### config.mk
export PLATFORM = sky130hd
export DESIGN_NAME = reset_cause_wdog
export DESIGN_NICKNAME = d
export VERILOG_FILES = /design/src/rtl/rcw_pkg.sv /design/src/rtl/rcw_rst_seq.sv /design/src/rtl/rcw_cop_timer.sv /design/src/rtl/rcw_flags.sv /design/src/rtl/reset_cause_wdog.sv
export SDC_FILE = /design/constraint.sdc
export NUM_CORES = 1
export LEC_CHECK = 0
export BUFFER_PORTS_ARGS = -buffer_cell sky130_fd_sc_hd__buf_2
export CORE_MARGIN = 2
export CORE_UTILIZATION = 38
export DETAILED_ROUTE_END_ITERATION = 12
export PLACE_DENSITY = 0.67
export SLEW_MARGIN = 5
export SYNTH_ARGS = -nofsm -noshare
export SYNTH_HDL_FRONTEND = slang
export SYNTH_SLANG_ARGS = --single-unit
### constraint.sdc
create_clock -name clk -period 3.9 [get_ports clk]
set_input_delay 0.585 -clock clk [delete_from_list [all_inputs] [get_ports clk]]
set_output_delay 0.585 -clock clk [all_outputs]
set_load 0.02 [all_outputs]
### src/rtl/rcw_pkg.sv
package rcw_pkg;
    localparam int unsigned FLAG_W = 5;
    localparam int unsigned FLG_POR = 0;
    localparam int unsigned FLG_LVD = 1;
    localparam int unsigned FLG_COP = 2;
    localparam int unsigned FLG_OSC = 3;
    localparam int unsigned FLG_PLL = 4;

    typedef enum logic [1:0] {
        REG_CTRL  = 2'd0,
        REG_SVC   = 2'd1,
        REG_FLAGS = 2'd2,
        REG_SPARE = 2'd3
    } reg_sel_e;

    localparam logic [7:0] SVC_ARM  = 8'h55;
    localparam logic [7:0] SVC_KICK = 8'hAA;
endpackage

### src/rtl/rcw_rst_seq.sv
module rcw_rst_seq #(
    parameter int unsigned HOLD_CYCLES = 16
) (
    input  logic clk,
    input  logic por_req,
    input  logic req_any,
    output logic rst_active
);
    localparam int unsigned CW = $clog2(HOLD_CYCLES + 1);
    localparam logic [CW-1:0] LOAD = CW'(HOLD_CYCLES);

    typedef struct packed {
        logic [CW-1:0] left;
        logic          active;
    } seq_t;

    seq_t st_d, st_q;

    always_comb begin
        st_d = st_q;
        if (req_any) begin
            st_d.left   = LOAD;
            st_d.active = 1'b1;
        end else if (st_q.left != '0) begin
            st_d.left   = st_q.left - 1'b1;
            st_d.active = (st_q.left > 1);
        end else begin
            st_d.active = 1'b0;
        end
    end

    always_ff @(posedge clk) begin
        st_q <= st_d;
    end

    assign rst_active = st_q.active;

    // a request raises the reset output on the next cycle
    assert_req_asserts_R5: assert property (@(posedge clk) disable iff (por_req)
        req_any |=> rst_active);
    // the output only rises in response to a request
    assert_no_spurious_R5: assert property (@(posedge clk) disable iff (por_req)
        (!req_any && !rst_active) |=> !rst_active);
endmodule

### src/rtl/rcw_cop_timer.sv
module rcw_cop_timer
    import rcw_pkg::*;
#(
    parameter int unsigned RATE_BASE = 8,
    parameter int unsigned RATE_STEP = 2
) (
    input  logic       clk,
    input  logic       por_req,
    input  logic       hold,
    input  logic       rst_active,
    input  logic [2:0] opt_rate,
    input  logic       ctrl_we,
    input  logic       svc_we,
    input  logic [7:0] wdata,
    output logic [2:0] rate_o,
    output logic       cop_req
);
    localparam int unsigned CW = RATE_BASE + RATE_STEP * 7;

    typedef struct packed {
        logic [2:0]    rate;
        logic [CW-1:0] cnt;
        logic          armed;
    } cop_t;

    cop_t st_d, st_q;

    logic          enabled;
    logic          svc_live;
    logic          kick_ok;
    logic          bad_svc;
    logic          expire;
    logic [CW:0]   span_ext;
    logic [CW-1:0] terminal;

    always_comb begin
        span_ext = (CW + 1)'(1) << (RATE_BASE + RATE_STEP * 32'(st_q.rate));
        terminal = CW'(span_ext - 1'b1);
    end

    always_comb begin
        enabled  = (st_q.rate != 3'd0);
        svc_live = svc_we && enabled;
        kick_ok  = svc_live && (wdata == SVC_KICK) && st_q.armed;
        bad_svc  = svc_live && !kick_ok && (wdata != SVC_ARM);
        expire   = enabled && !rst_active && (st_q.cnt == terminal) && !kick_ok;
        cop_req  = bad_svc || expire;
    end

    always_comb begin
        st_d = st_q;
        if (hold) begin
            st_d.rate  = opt_rate;
            st_d.cnt   = '0;
            st_d.armed = 1'b0;
        end else if (ctrl_we) begin
            st_d.rate  = wdata[2:0];
            st_d.cnt   = '0;
            st_d.armed = 1'b0;
        end else if (enabled) begin
            if (kick_ok) begin
                st_d.cnt   = '0;
                st_d.armed = 1'b0;
            end else begin
                st_d.cnt = st_q.cnt + 1'b1;
                if (svc_live && wdata == SVC_ARM) begin
                    st_d.armed = 1'b1;
                end
            end
        end
    end

    always_ff @(posedge clk) begin
        st_q <= st_d;
    end

    assign rate_o = st_q.rate;

    // a disabled watchdog never requests a reset
    assert_disabled_quiet_R7: assert property (@(posedge clk) disable iff (por_req)
        (rate_o == 3'd0) |-> !cop_req);
    // the rate is taken from the option input during reset
    assert_opt_load_R6: assert property (@(posedge clk) disable iff (por_req)
        hold |=> (rate_o == $past(opt_rate)));
endmodule

### src/rtl/rcw_flags.sv
module rcw_flags
    import rcw_pkg::*;
(
    input  logic              clk,
    input  logic              por_req,
    input  logic              lvd_req,
    input  logic              osc_fail,
    input  logic              pll_fail,
    input  logic              cop_req,
    input  logic              clr_we,
    input  logic [FLAG_W-1:0] clr_mask,
    output logic [FLAG_W-1:0] flags_o
);
    typedef struct packed {
        logic [FLAG_W-1:0] bits;
    } flg_t;

    flg_t st_d, st_q;
    logic [FLAG_W-1:0] set_vec;

    always_comb begin
        set_vec          = '0;
        set_vec[FLG_LVD] = lvd_req;
        set_vec[FLG_COP] = cop_req;
        set_vec[FLG_OSC] = osc_fail;
        set_vec[FLG_PLL] = pll_fail;
    end

    always_comb begin
        st_d = st_q;
        if (por_req) begin
            st_d.bits          = '0;
            st_d.bits[FLG_POR] = 1'b1;
            st_d.bits[FLG_LVD] = 1'b1;
        end else begin
            if (clr_we) begin
                st_d.bits = st_d.bits & ~clr_mask;
            end
            st_d.bits = st_d.bits | set_vec;
        end
    end

    always_ff @(posedge clk) begin
        st_q <= st_d;
    end

    assign flags_o = st_q.bits;

    // power-on leaves exactly the power-on and low-voltage flags set
    assert_por_pattern_R1: assert property (@(posedge clk) disable iff (por_req)
        $fell(por_req) |-> (flags_o == 5'b00011));
    // without a clearing write no flag drops
    assert_sticky_R2: assert property (@(posedge clk) disable iff (por_req)
        !clr_we |=> ((~flags_o & $past(flags_o)) == '0));
endmodule

### src/rtl/reset_cause_wdog.sv
module reset_cause_wdog
    import rcw_pkg::*;
#(
    parameter int unsigned HOLD_CYCLES = 16,
    parameter int unsigned RATE_BASE   = 8,
    parameter int unsigned RATE_STEP   = 2
) (
    input  logic       clk,
    input  logic       por_req,
    input  logic       lvd_req,
    input  logic       osc_fail,
    input  logic       pll_fail,
    input  logic [2:0] opt_rate,
    input  logic       bus_we,
    input  logic [1:0] bus_addr,
    input  logic [7:0] bus_wdata,
    input  logic [1:0] bus_raddr,
    output logic [7:0] bus_rdata,
    output logic       sys_rst,
    output logic [4:0] cause_flags
);
    logic       cop_req;
    logic       req_any;
    logic       hold;
    logic       rst_active;
    logic       wr_ok;
    logic       ctrl_we;
    logic       svc_we;
    logic       clr_we;
    logic [2:0] rate;

    always_comb begin
        req_any = por_req | lvd_req | osc_fail | pll_fail | cop_req;
        hold    = req_any | rst_active;
        wr_ok   = bus_we && !rst_active;
        ctrl_we = wr_ok && (bus_addr == REG_CTRL);
        svc_we  = wr_ok && (bus_addr == REG_SVC);
        clr_we  = wr_ok && (bus_addr == REG_FLAGS);
    end

    rcw_rst_seq #(.HOLD_CYCLES(HOLD_CYCLES)) u_seq (
        .clk        (clk),
        .por_req    (por_req),
        .req_any    (req_any),
        .rst_active (rst_active)
    );

    rcw_cop_timer #(.RATE_BASE(RATE_BASE), .RATE_STEP(RATE_STEP)) u_cop (
        .clk        (clk),
        .por_req    (por_req),
        .hold       (hold),
        .rst_active (rst_active),
        .opt_rate   (opt_rate),
        .ctrl_we    (ctrl_we),
        .svc_we     (svc_we),
        .wdata      (bus_wdata),
        .rate_o     (rate),
        .cop_req    (cop_req)
    );

    rcw_flags u_flags (
        .clk      (clk),
        .por_req  (por_req),
        .lvd_req  (lvd_req),
        .osc_fail (osc_fail),
        .pll_fail (pll_fail),
        .cop_req  (cop_req),
        .clr_we   (clr_we),
        .clr_mask (bus_wdata[FLAG_W-1:0]),
        .flags_o  (cause_flags)
    );

    always_comb begin
        unique case (bus_raddr)
            REG_CTRL:  bus_rdata = {5'b0, rate};
            REG_FLAGS: bus_rdata = {3'b0, cause_flags};
            default:   bus_rdata = 8'h00;
        endcase
    end

    assign sys_rst = rst_active;

    // a clearing write during reset leaves set flags in place
    assert_clear_blocked_R4: assert property (@(posedge clk) disable iff (por_req)
        (sys_rst && bus_we && bus_addr == REG_FLAGS) |=>
            ((~cause_flags & $past(cause_flags)) == '0));
endmodule

==> results.md <==
- Status: complete, no violations
- Final hold violation count: 0
- P_leak: 0.893 nW
- Pin slew with the least headroom to its limit: 0.616 ns
- Final global-route overflow total: 0
- Post-synth EDFFs: 3
- Number of buffers inserted by hold repair at cts: 0
- Power per unit of standard cell area: 290 nW/um^2
- Proportion of layout cells with a drive suffix above 1: 16.2%
- Worst hold endpoint: u_cop.st_q[0]$_SDFFE_PP0P_
- Register area share after synthesis: 34.7%
- Element type at the critical path end: register
- Post-route setup TNS: 0 ns
- Hold Path Origin: u_cop.st_q[0]$_SDFFE_PP0P_
- Synth warnings: 0
- Non-Filler Instances: 369
- Number of antenna violations at the first check in global routing: 0
- Worst Path Max Fanout: 15
- Net switching power: 179 uW
- Number of global-route vias before repair: 1764
- Max cap viols: 0
- Synth cell types: 60
- Floorplan core area: 5570 sq um
- Worst-path clk slew: 0.07 ns
- Overall Global Routing Usage: 15.2%
- CTS root buffer: sky130_fd_sc_hd__clkbuf_8
- Post-synth design cell area: 2220 sq um
- Switching fraction of total power: 24.6%
- Highest routed metal layer: met4
- Clock tree from TritonCTS: yes
- Initial DRC Count: 138
- Ranking of synthesized cells by area: sky130_fd_sc_hd__dfxtp_1, sky130_fd_sc_hd__nor2_1, sky130_fd_sc_hd__xnor2_1, sky130_fd_sc_hd__xor2_1, sky130_fd_sc_hd__edfxtp_1
- Most used DFF post-synth: sky130_fd_sc_hd__dfxtp_1
- Deepest clock path buffer count: 2
- Number of instances in the synthesized netlist: 263
- Fin Clk Skew: 0.00761 ns
- Final Setup Violations: 0
- Via count normalized by instance count: 5.22
- Share of async-settable or async-resettable flops after synthesis: 0%
- Pin count of the biggest net entering global routing: 22
- Proportion of power drawn by combinational gates: 10.9%
- Most area-hungry cell type in the Yosys netlist: sky130_fd_sc_hd__dfxtp_1
- Worst IR Drop VDD: 0.000119 V
- Sequential power share: 53.7%
- Critical Path RT: 3.95 ns
- Nature of the critical path startpoint: register
- Relative slew slack: 58.6%
- Detailed Place HPWL: 3520 microns
- Number of cells on the worst reg-to-reg path: 9
- Class of the tightest hold or removal check: register to register
- Clock share of power: 35.5%
- Leading cell types in the layout, fill and taps excluded: sky130_fd_sc_hd__nor2_1, sky130_fd_sc_hd__dfxtp_1, sky130_fd_sc_hd__buf_2
- Setup repair after global routing missed its margin: false
- Antenna-violating nets left: 0
- Global-route wire length before repair: 7760 microns
- Internal power of the cells: 549 uW
- Total of buffers placed on input and output ports: 31
- Number of top-level design ports: 35
- Area overhead of the layout relative to synthesis: 13.1%
- CP arrival: 3.44 ns
- Global placement routability congestion: 0.827
- Critical register-to-register path startpoint: u_cop.rate_o[2]$_DFFE_PP_
- Width of the die: 80.5 microns
- Sinks on Clock Net: 37
- Maximum clock frequency: 295 MHz
- Initial Utilization: 39.8%
- R2R setup slack: 0.51 ns
- Routed wirelength normalized by instance count: 12.7 microns
- Via count: 1927
- Placed cell count: 361
- Total Die Area: 6470 sq um
- Met2 wire len: 2130 microns
- Worst setup path category: register to register
- 1st-pass router iterations: 4
- Skew-Pair Late Insertion Delay: 0.30 ns
- Terminus of the critical flop-to-flop path: u_cop.rate_o[1]$_DFFE_PP_
- Inserted Diodes: 0
- Count of cells resized by post-cts repair: 0
- Most common library cell in the layout ignoring fill and taps: sky130_fd_sc_hd__nor2_1
- Total power: 728 uW
- Mean instance size in the synthesized netlist: 8.44 sq um
- Number of standard-cell rows in the floorplan: 27
- Minimum clock period: 3.39 ns
- Met3 routed wirelength: 179 microns
- Number of H-tree branching levels: 2
- Final layout net count: 322
- Routed Wire Length: 4680 microns
- Portion of the clock cycle consumed by the worst path in the final layout: 87.0%
- Worst Hold Path Cells: 2
- Synth Register Bits: 37
- DRC violations left: 0
- Inserted Clock Buffers: 5
- Metal1 wirelength: 2260 microns
- Max Transition Viols Final: 0
- Total setup buffers inserted after CTS: 0
- Chip height: 80.5 microns
- Top cell type's share of synthesized area: 30.6%
[critical path, stage by stage, from the launching register on]
cell,delay (ns)
sky130_fd_sc_hd__edfxtp_1,0.40
sky130_fd_sc_hd__nor3_2,0.49
sky130_fd_sc_hd__inv_1,0.19
sky130_fd_sc_hd__ha_1,0.42
sky130_fd_sc_hd__nor2b_1,0.22
sky130_fd_sc_hd__o311ai_0,0.29
sky130_fd_sc_hd__a22o_1,0.18
sky130_fd_sc_hd__nand4_1,0.27
sky130_fd_sc_hd__o311ai_4,0.35
sky130_fd_sc_hd__mux2_1,0.34
[final cells by class]
class / count / area [sq um]
inverters: 8 / 30.0
well taps: 72 / 90.1
flip-flops and latches: 37 / 771
repair buffers: 36 / 193
clock buffers: 8 / 80.1
fillers: 576 / 3060
multi-input cells: 208 / 1350
[metal layers]
layer / vias up / global-route usage (%)
met2: 31 / 22.7
met3: 8 / 3.26
met1: 893 / 20.4
met5: - / 0
li1: 995 / -
met4: 0 / 7.63
[Yosys cell counts (all sizes together), types with 4 or more instances]
| library cell | count |
|---|---|
| o21ai | 8 |
| nand3 | 12 |
| nand2b | 7 |
| dfxtp | 34 |
| nand2 | 19 |
| and3 | 4 |
| inv | 8 |
| ha | 5 |
| xor2 | 13 |
| xnor2 | 13 |
| nor2 | 38 |
| nor2b | 7 |
| buf | 11 |
| nand4 | 6 |
| nor4 | 4 |
| nor3 | 13 |
| a21oi | 10 |
[sequential cells by signal (all words and copies together), names as in the netlist]
signal and flops:
u_seq.rst_active 1, u_flags.flags_o 5, u_seq.st_q 5, u_cop.rate_o 3, u_cop.st_q 23
[logic make-up after synthesis]
logic type | count (synthesis) | synth area share, %
other cells | 1 | 0.169
xor+xnor | 26 | 10.3
mux | 4 | 1.86
buf+inv | 20 | 4.96
simple gates | 129 | 30.9
compound gates | 41 | 14.3
flops | 37 | 34.7
fa+ha+maj | 5 | 2.82
[stage by stage]
step | hold WS [ns] | setup slack, ns | cell area (sq um) | util [%]
2_1_floorplan | 0.437 | 0.614 | 2230 | -
3_3_place_gp | 0.459 | 0.641 | 2430 | 43.6
3_5_place_dp | 0.477 | 0.542 | 2430 | 43.6
4_1_cts | 0.492 | 0.518 | 2510 | 45.1
5_1_grt | 0.495 | 0.111 | 2510 | 45.1
6_report | 0.489 | 0.505 | 2510 | 45.1
[power by group through the flow]
| stage | registers [mW] | clock network, mW | logic [mW] |
|---|---|---|---|
| floorplan | 0.400 | 0 | 0.0548 |
| CTS | 0.391 | 0.264 | 0.0794 |
| global placement | 0.399 | 0 | 0.0779 |
| global route | 0.391 | 0.282 | 0.0887 |
| finish | 0.391 | 0.258 | 0.0793 |
| detailed placement | 0.399 | 0 | 0.0791 |
[worst max path at each step]
stage | from | end | slack (ns) | cells after the start
after floorplan | u_cop.rate_o[2]$_DFFE_PP_ | u_cop.rate_o[1]$_DFFE_PP_ | 0.61 | 11
after global placement | u_cop.rate_o[2]$_DFFE_PP_ | u_cop.rate_o[1]$_DFFE_PP_ | 0.64 | 9
after detailed placement | u_cop.rate_o[2]$_DFFE_PP_ | u_cop.rate_o[1]$_DFFE_PP_ | 0.54 | 9
after CTS | u_cop.rate_o[2]$_DFFE_PP_ | u_cop.rate_o[1]$_DFFE_PP_ | 0.52 | 9
after global routing | u_cop.rate_o[2]$_DFFE_PP_ | u_cop.rate_o[2]$_DFFE_PP_ | 0.11 | 9
final | u_cop.rate_o[2]$_DFFE_PP_ | u_cop.rate_o[1]$_DFFE_PP_ | 0.51 | 9
(Power assumes the default switching activity.)
